## src/rtl/cr_pkg.sv

```systemverilog
package cr_pkg;

    typedef enum logic [1:0] {
        LK_SEEK   = 2'd0,
        LK_SETTLE = 2'd1,
        LK_HELD   = 2'd2
    } lock_state_t;

    localparam int TBL_BITS = 6;
    localparam int TBL_W    = 8;

    // 17-point quarter wave, amplitude 127, step 90/16 degrees
    function automatic logic signed [TBL_W-1:0] quarter_sine(input logic [4:0] k);
        unique case (k)
            5'd0:  return 8'sd0;
            5'd1:  return 8'sd12;
            5'd2:  return 8'sd25;
            5'd3:  return 8'sd37;
            5'd4:  return 8'sd49;
            5'd5:  return 8'sd60;
            5'd6:  return 8'sd71;
            5'd7:  return 8'sd81;
            5'd8:  return 8'sd90;
            5'd9:  return 8'sd98;
            5'd10: return 8'sd106;
            5'd11: return 8'sd112;
            5'd12: return 8'sd117;
            5'd13: return 8'sd122;
            5'd14: return 8'sd125;
            5'd15: return 8'sd126;
            default: return 8'sd127;
        endcase
    endfunction

    function automatic logic signed [TBL_W-1:0] wave_sine(input logic [TBL_BITS-1:0] idx);
        logic [4:0] k;
        logic [4:0] km;
        k  = {1'b0, idx[3:0]};
        km = 5'd16 - k;
        unique case (idx[5:4])
            2'd0:    return quarter_sine(k);
            2'd1:    return quarter_sine(km);
            2'd2:    return -quarter_sine(k);
            default: return -quarter_sine(km);
        endcase
    endfunction

endpackage

```

## src/rtl/cr_derotator.sv

```systemverilog
module cr_derotator
    import cr_pkg::*;
#(
    parameter int IN_W  = 12,
    parameter int OUT_W = IN_W + 1
) (
    input  logic [TBL_BITS-1:0]    idx,
    input  logic signed [IN_W-1:0] in_i,
    input  logic signed [IN_W-1:0] in_q,
    output logic signed [OUT_W-1:0] rot_i,
    output logic signed [OUT_W-1:0] rot_q
);
    localparam int AW = OUT_W + TBL_W - 1;

    logic signed [TBL_W-1:0] cos_v;
    logic signed [TBL_W-1:0] sin_v;
    logic signed [AW-1:0]    acc_i;
    logic signed [AW-1:0]    acc_q;

    always_comb begin
        sin_v = wave_sine(idx);
        cos_v = wave_sine(idx + TBL_BITS'(16));
        // multiply by exp(-j*theta)
        acc_i = AW'(in_i) * AW'(cos_v) + AW'(in_q) * AW'(sin_v);
        acc_q = AW'(in_q) * AW'(cos_v) - AW'(in_i) * AW'(sin_v);
        rot_i = OUT_W'(acc_i >>> (TBL_W - 1));
        rot_q = OUT_W'(acc_q >>> (TBL_W - 1));
    end
endmodule

```

## src/rtl/cr_loop_filter.sv

```systemverilog
module cr_loop_filter #(
    parameter int ERR_W = 13,
    parameter int PH_W  = 16,
    parameter int FW    = 24,
    parameter int FRAC  = 4
) (
    input  logic                    clk,
    input  logic                    rst,
    input  logic                    update,
    input  logic signed [ERR_W-1:0] err,
    input  logic [3:0]              kp_shift,
    input  logic [3:0]              ki_shift,
    output logic [PH_W-1:0]         phase,
    output logic signed [FW-1:0]    freq
);
    logic signed [PH_W-1:0] err_ph;
    logic signed [PH_W-1:0] p_term;
    logic signed [FW-1:0]   i_term;
    logic [PH_W-1:0]        p_bits;
    logic [PH_W-1:0]        f_bits;

    always_comb begin
        err_ph = PH_W'(err);
        p_term = err_ph >>> kp_shift;
        i_term = FW'(err) >>> ki_shift;
        p_bits = p_term;
        f_bits = freq[FRAC +: PH_W];
    end

    always_ff @(posedge clk) begin
        if (rst) begin
            phase <= '0;
            freq  <= '0;
        end else if (update) begin
            freq  <= freq + i_term;
            phase <= phase + f_bits + p_bits;
        end
    end
endmodule

```

## src/rtl/cr_lock_fsm.sv

```systemverilog
module cr_lock_fsm
    import cr_pkg::*;
#(
    parameter int ERR_W  = 13,
    parameter int AVG_SH = 3,
    parameter int CNT_W  = 8
) (
    input  logic                    clk,
    input  logic                    rst,
    input  logic                    update,
    input  logic signed [ERR_W-1:0] err,
    input  logic [ERR_W-1:0]        thresh,
    input  logic [CNT_W-1:0]        need_count,
    output logic                    locked,
    output logic [ERR_W-1:0]        avg
);
    localparam int SW = ERR_W + AVG_SH;

    lock_state_t     state, state_nx;
    logic [CNT_W-1:0] cnt, cnt_nx;
    logic [SW-1:0]    avg_s;
    logic [ERR_W-1:0] mag;
    logic             below;
    logic [CNT_W:0]   cnt_inc;

    always_comb begin
        mag     = err[ERR_W-1] ? ERR_W'(-err) : ERR_W'(err);
        avg     = ERR_W'(avg_s >> AVG_SH);
        below   = avg < thresh;
        cnt_inc = {1'b0, cnt} + 1'b1;
    end

    always_comb begin
        state_nx = state;
        cnt_nx   = cnt;
        if (update) begin
            unique case (state)
                LK_SEEK: if (below) begin
                    cnt_nx   = CNT_W'(1);
                    state_nx = (need_count <= CNT_W'(1)) ? LK_HELD : LK_SETTLE;
                end
                LK_SETTLE: if (!below) begin
                    state_nx = LK_SEEK;
                end else if (cnt_inc >= {1'b0, need_count}) begin
                    state_nx = LK_HELD;
                end else begin
                    cnt_nx = CNT_W'(cnt_inc);
                end
                LK_HELD: if (!below) state_nx = LK_SEEK;
                default: state_nx = LK_SEEK;
            endcase
        end
    end

    always_ff @(posedge clk) begin
        if (rst) begin
            state <= LK_SEEK;
            cnt   <= '0;
            avg_s <= '0;
        end else begin
            state <= state_nx;
            cnt   <= cnt_nx;
            if (update) avg_s <= avg_s - SW'(avg) + SW'(mag);
        end
    end

    always_comb locked = (state == LK_HELD);
endmodule

```

## src/rtl/bpsk_carrier_loop.sv

```systemverilog
module bpsk_carrier_loop
    import cr_pkg::*;
#(
    parameter int IN_W   = 12,
    parameter int PH_W   = 16,
    parameter int FW     = 24,
    parameter int FRAC   = 4,
    parameter int AVG_SH = 3,
    parameter int CNT_W  = 8,
    localparam int OUT_W = IN_W + 1
) (
    input  logic                    clk,
    input  logic                    rst,
    input  logic                    freeze,
    input  logic                    sym_valid,
    input  logic signed [IN_W-1:0]  sym_i,
    input  logic signed [IN_W-1:0]  sym_q,
    input  logic                    aided,
    input  logic                    known_bit,
    input  logic [3:0]              kp_shift,
    input  logic [3:0]              ki_shift,
    input  logic [OUT_W-1:0]        lock_thresh,
    input  logic [CNT_W-1:0]        lock_count,
    output logic                    out_valid,
    output logic signed [OUT_W-1:0] out_i,
    output logic signed [OUT_W-1:0] out_q,
    output logic                    out_bit,
    output logic                    lock
);
    logic [PH_W-1:0]         phase_acc;
    logic signed [FW-1:0]    freq_acc;
    logic signed [OUT_W-1:0] rot_i, rot_q, pd_err;
    logic [OUT_W-1:0]        err_avg;
    logic                    ref_neg, step;

    cr_derotator #(.IN_W(IN_W), .OUT_W(OUT_W)) u_rot (
        .idx   (phase_acc[PH_W-1 -: TBL_BITS]),
        .in_i  (sym_i),
        .in_q  (sym_q),
        .rot_i (rot_i),
        .rot_q (rot_q)
    );

    // cross-product detector: reference sign times rotated Q
    always_comb begin
        ref_neg = aided ? known_bit : rot_i[OUT_W-1];
        pd_err  = ref_neg ? -rot_q : rot_q;
        step    = sym_valid && !freeze;
    end

    cr_loop_filter #(.ERR_W(OUT_W), .PH_W(PH_W), .FW(FW), .FRAC(FRAC)) u_lf (
        .clk      (clk),
        .rst      (rst),
        .update   (step),
        .err      (pd_err),
        .kp_shift (kp_shift),
        .ki_shift (ki_shift),
        .phase    (phase_acc),
        .freq     (freq_acc)
    );

    cr_lock_fsm #(.ERR_W(OUT_W), .AVG_SH(AVG_SH), .CNT_W(CNT_W)) u_lock (
        .clk        (clk),
        .rst        (rst),
        .update     (step),
        .err        (pd_err),
        .thresh     (lock_thresh),
        .need_count (lock_count),
        .locked     (lock),
        .avg        (err_avg)
    );

    always_ff @(posedge clk) begin
        if (rst) begin
            out_valid <= 1'b0;
            out_i     <= '0;
            out_q     <= '0;
            out_bit   <= 1'b0;
        end else begin
            out_valid <= sym_valid;
            if (sym_valid) begin
                out_i   <= rot_i;
                out_q   <= rot_q;
                out_bit <= rot_i[OUT_W-1];
            end
        end
    end
endmodule

```

## config.mk

```make
export PLATFORM = sky130hd
export DESIGN_NAME = bpsk_carrier_loop
export DESIGN_NICKNAME = d
export VERILOG_FILES = /design/src/rtl/cr_pkg.sv /design/src/rtl/cr_derotator.sv /design/src/rtl/cr_loop_filter.sv /design/src/rtl/cr_lock_fsm.sv /design/src/rtl/bpsk_carrier_loop.sv
export SDC_FILE = /design/constraint.sdc
export NUM_CORES = 2
export LEC_CHECK = 0
export BUFFER_PORTS_ARGS = -buffer_cell sky130_fd_sc_hd__buf_2
export CAP_MARGIN = 10
export CELL_PAD_IN_SITES_DETAIL_PLACEMENT = 1
export CELL_PAD_IN_SITES_GLOBAL_PLACEMENT = 1
export CORE_UTILIZATION = 40
export DETAILED_ROUTE_END_ITERATION = 6
export GPL_ROUTABILITY_DRIVEN = 0
export PLACE_DENSITY = 0.79
export SLEW_MARGIN = 20
export SYNTH_ARGS = -nofsm -noshare
export SYNTH_HDL_FRONTEND = slang
export SYNTH_SLANG_ARGS = --single-unit
```

## constraint.sdc

```tcl
create_clock -name clk -period 31 [get_ports clk]
set_clock_uncertainty 0.05 [all_clocks]
set_input_delay 1.55 -clock clk [delete_from_list [all_inputs] [get_ports clk]]
set_output_delay 1.55 -clock clk [all_outputs]
set_load 0.01 [all_outputs]
```

* Yosys cells after proc, flatten, opt, wreduce, memory -nomap -nowiden
Memory sizes are Yosys's and may differ from the RTL's. A register that Yosys moved wholly into a read port is not among the register bits. Cells that the tools add are included.
Storage, ports and cells: register bits after elaboration 94, memory bits (read-only) 896, input port bits 59, output and inout bits 29, logic and storage cells 91, memories kept 8
Memory list:
- (no name shown) | depth 16, bits a word 7, read ports 1, clocked after memory_dff 1, write ports 0, line cr_pkg.sv:14 | unique case (k)
- (no name shown) | depth 16, bits a word 7, read ports 1, clocked after memory_dff 0, write ports 0, line cr_pkg.sv:14
- (no name shown) | depth 16, bits a word 7, read ports 1, clocked after memory_dff 1, write ports 0, line cr_pkg.sv:14
- (no name shown) | depth 16, bits a word 7, read ports 1, clocked after memory_dff 0, write ports 0, line cr_pkg.sv:14
- (no name shown) | depth 16, bits a word 7, read ports 1, clocked after memory_dff 0, write ports 0, line cr_pkg.sv:14
- (no name shown) | depth 16, bits a word 7, read ports 1, clocked after memory_dff 0, write ports 0, line cr_pkg.sv:14
- +2 memories
Cells by class: add/sub/neg operators 17, multipliers 4, $lt $le $gt $ge 3, eq/ne operators 11, shifts and indexed selects 2, mux-type cells 27, reductions and logical operators 10
Operators by type and width (number):
- $mux 8 | 11
- $mul 12x8->20 | 4
- $pmux 8 s3 | 2
- $add 16x16->16 | 2
- $neg 8->8 | 4
- $mux 13 | 2
- $neg 13->13 | 2
- $add 24x24->24 | 1
- $sshr 13x4->24 | 1
- $add 20x20->20 | 1
- $sub 20x20->20 | 1
- $add 16x13->16 | 1
- $mux 4 | 4
- $pmux 8 s2 | 1
- $sshr 13x4->16 | 1
- $sub 16x13->16 | 1
- $lt 13x13->1 | 1
- $mux 2 | 5
- $sub 5x4->5 const A | 2
- $add 8x1->9 const B | 1
- $ge 9x8->1 | 1
- $le 8x1->1 const B | 1
- $add 6x5->6 const B | 1
- $eq 2x1->1 const B | 3
- 13 further kinds | 20

* Depth between registers and ports, before layout
An unclocked memory read counts as a cell.
word-level depth 15, depth in mapped cells 64

* Cells and area by module
From an unflattened synthesis, not the netlist that was laid out.
Unflattened totals: cell total of the unflattened synthesis 2874, area, all modules 25005.2 um2
By module, submodules not included:
- cr_derotator | instances 1, cells each 1796, area an instance 15992.8 um2
- cr_loop_filter | instances 1, cells each 578, area an instance 4779.6 um2
- cr_lock_fsm | instances 1, cells each 374, area an instance 3004.1 um2
- bpsk_carrier_loop | instances 1, cells each 126, area an instance 1228.7 um2

* Least setup slack after synthesis
No wires, ideal clock.
path type register to register, from reg u_lf.phase[10], to reg (tool-made name), setup time 0.134 ns, arrival 13.631 ns, required time 30.816 ns, setup slack 17.185 ns, stages on the path, launching flop included 60, buffers on the path 4, period minus slack after synthesis 13.815 ns, path through dfxtp_1 > clkbuf_1 > inv_1 > ha_1 > buf_6 > xor2_1 > a21oi_1 > or3_1 > inv_1 > ha_1 > nand3_1 > or4_1 > xnor2_1 > nand2_1 > a31o_2 > clkbuf_1 > and2_1 > fa_1 > (+24 left out) > inv_1 > ha_1 > inv_1 > fa_1 > nor2b_1 > o21ai_0 > a21boi_0 > o21ai_0 > a21oi_1 > o21ai_0 > a21boi_0 > o21ai_0 > nand2b_1 > xnor2_1 > nor2_1 > o21ai_1 > ha_1 > mux4_2
RTL lines:
- start: declaration | line cr_loop_filter.sv:13 | output logic [PH_W-1:0] phase,
- start signal: assignment | line cr_loop_filter.sv:36 | phase <= phase + f_bits + p_bits;

==> flow_metrics.tcl <==
set metrics [dict create \
    rsz0062_at_grt "no" \
    startpoint_type "flop" \
    cts_tree "done" \
    startpoint "u_lf.phase[13]" \
    hold_class "reg2reg" \
    ys_seq_area_frac 0.0798 \
    synth_edf_count 0 \
    antenna_cells 0 \
    ys_warn_count 0 \
    worst_slew_pin_slew_ns 1.12 \
    chipHeight_um 247 \
    cp-end-kind "flop" \
    async_flop_share 0 \
    routed_wl_um 68300 \
    layout_commonest_cell "inv_1" \
    rr_startpoint "u_lf.phase[13]" \
    syn_inst 2840 \
    syn_to_final_growth_pct 5.88 \
    max_freq_mhz 60.5 \
    drc 9 \
    drive_gt1_frac 0.0691 \
    netlist_area_um2 24100 \
    outcome "finished with violations" \
    ant_nets 0 \
    setup_viol 0 \
    min-delay-start "u_lf.freq[3]" \
    final.period_utilization 0.533 \
    synthFlopType "dfxtp_1" \
    cp_common_cell "fa_1" \
    grt_max_degree 89 \
    io_pins 88 \
    post_cts_buffers 0 \
    initial_core_util 0.406 \
    worstSetupPathType "reg2reg" \
    cts_resized 0 \
    synth_largest_area_cell "fa_1" \
    synth_top_area_share 0.338 \
    post_drt_wl_per_cell_um 18.9 \
    grt_pass1_wl_um 112000 \
    initialDrtViolationCount 1024 \
    crit_required_ns 31.21 \
    reg2reg_slack_ns 14.48 \
    num_rows 89 \
    postSynthAreaPerCell_um2 8.48 \
    slowest_stage "xnor2_1" \
    cts_buffer_depth 2 \
    place_hpwl_um 54300 \
    final_cell_mix "580 x inv_1, 406 x fa_1, 286 x nand2_1" \
    clock_latency_ns 0.39 \
    track_usage 0.231 \
    cts_buffers 9 \
    grt_pass1_vias 21600 \
    die_area_um2 61200 \
    slew-limit-headroom 0.255 \
    viasPerCell 5.39 \
    drv_cap 0 \
    finalHoldViolCount 0 \
    cts_root_buf "clkbuf_16" \
    ys_ff_latch 96 \
    port_buffers 87 \
    layoutNonFillerInstCount 3611 \
    arrival_ns 16.72 \
    drtPass1Iterations 7 \
    num_vias 19500 \
    worst_path_largest_cell_delay_ns 0.90 \
    reg2reg_depth 56 \
    synth_nets 3516 \
    tns_ns 0 \
    cts_sinks 96 \
    violations "design-rule violations" \
    antenna_found_initial 1 \
    place_area_um2 25200 \
    fin_crit_ns 16.52 \
    synth.top_cells.by_area "fa_1 34%, ha_1 11%, inv_1 9.0%, dfxtp_1 8.0%, and2_1 5.5%" \
    post-route-cell-area_um2 25500 \
    gr-total-overflow 0 \
    cts_hold_buf 0 \
    slew_violations 0 \
    clk_pin_slew_ns 0.08 \
    synthDistinctLibCells 83 \
    core-area_um2 59200 \
    htreeDepth 3 \
    nNetsFinal 3509 \
    dieWidth_um 247 \
    cp_max_fo 26 \
    placed_cells 3595 \
]
==> cell type report <==
| cell class | count | area (um2) |
|---|---|---|
| Sequential cell | 96 | 1920 |
| Tap cell | 773 | 967 |
| Fill cell | 7089 | 33700 |
| Multi-Input combinational cell | 2037 | 19500 |
| Clock buffer | 10 | 239 |
| Timing Repair Buffer | 104 | 566 |
| Inverter | 585 | 2200 |
| Clock inverter | 6 | 61.3 |
==> state kept, by name, summed over array words and instances, names as in the netlist, named ones only <==
| signal | flops |
|---|---|
| u_lf.freq | 20 |
| u_lf.phase | 16 |
| u_lock.avg_s | 16 |
| out_i | 13 |
| out_q | 13 |
| u_lock.cnt | 8 |
| u_lock.state | 2 |
| out_valid | 1 |
==> kinds of logic after synthesis <==
| group | after synthesis | synth area share |
|---|---|---|
| AND/OR/NAND/NOR | 844 | 0.171 |
| buffers and inverters | 707 | 0.111 |
| adder cells (fa/ha/maj) | 617 | 0.447 |
| AO/OA/AOI/OAI | 377 | 0.103 |
| XOR/XNOR | 130 | 0.0485 |
| flip-flops | 96 | 0.0798 |
| multiplexers | 69 | 0.0399 |
==> worst min path at each step <==
stage                               end  slack (ns)  cells after the start
after global routing       u_lf.freq[3]        0.44                      2
final                      u_lf.freq[3]        0.41                      2
after detailed placement   u_lf.freq[3]        0.41                      2
after global placement    u_lf.phase[4]        0.39                      2
after CTS                  u_lf.freq[3]        0.42                      2
after floorplan           u_lf.phase[4]        0.38                      2
==> layer usage <==
| layer | routed length, um | global-route usage | up-vias | part of all wire |
|---|---|---|---|---|
| met5 | 0 | 0 | - | 0 |
| li1 | - | - | 8845 | - |
| met3 | 2280 | 0.0196 | 99 | 0.033 |
| met2 | 36100 | 0.430 | 407 | 0.53 |
| met1 | 28200 | 0.282 | 10100 | 0.41 |
| met4 | 1780 | 0.0671 | 0 | 0.026 |
==> worst max-delay path, delay by kind of cell, from the launching register on <==
| kind | cells | cell delay [ns] |
|---|---|---|
| buffers and inverters | 10 | 1.47 |
| AND/OR/NAND/NOR | 11 | 2.12 |
| XOR/XNOR | 5 | 1.96 |
| multiplexers | 2 | 0.83 |
| adder cells (fa/ha/maj) | 12 | 4.89 |
| AO/OA/AOI/OAI | 16 | 4.26 |
| flip-flops | 1 | 0.76 |
==> Yosys cell counts (5+ instances only) <==
library cell    n
a211o_1         8
a211oi_1       22
a21boi_0       10
a21o_1         37
a21oi_1       114
a31o_2          5
a31oi_1        16
and2_1        212
and3_1         15
buf_1           8
clkbuf_1      109
dfxtp_1        96
fa_1          406
ha_1          211
inv_1         580
mux2_2          6
mux2i_1        42
mux4_2         21
nand2_1       286
nand2b_1       17
nand3_1        39
nand3b_1        6
nor2_1        163
nor2b_1        15
nor3_1         30
nor3b_1         5
nor4_1          6
o211ai_1        5
o21a_1          8
o21ai_0        74
o21bai_1        6
o31a_1          8
o31ai_1         7
o41ai_1         5
or2_2          19
or3_1          14
xnor2_1        94
xor2_1         33
==> metrics by stage <==
stage	util	setup slack, ns	hold slack (ns)
2_1_floorplan	-	17.19	0.382
3_3_place_gp	0.425	15.30	0.390
3_5_place_dp	0.425	14.72	0.406
4_1_cts	0.430	14.61	0.418
5_1_grt	0.430	13.47	0.441
6_report	0.430	14.48	0.413
Power is left out: the tool's default activity adds up to more than one toggle a clock period on the data nets, which glitch-free logic cannot reach.
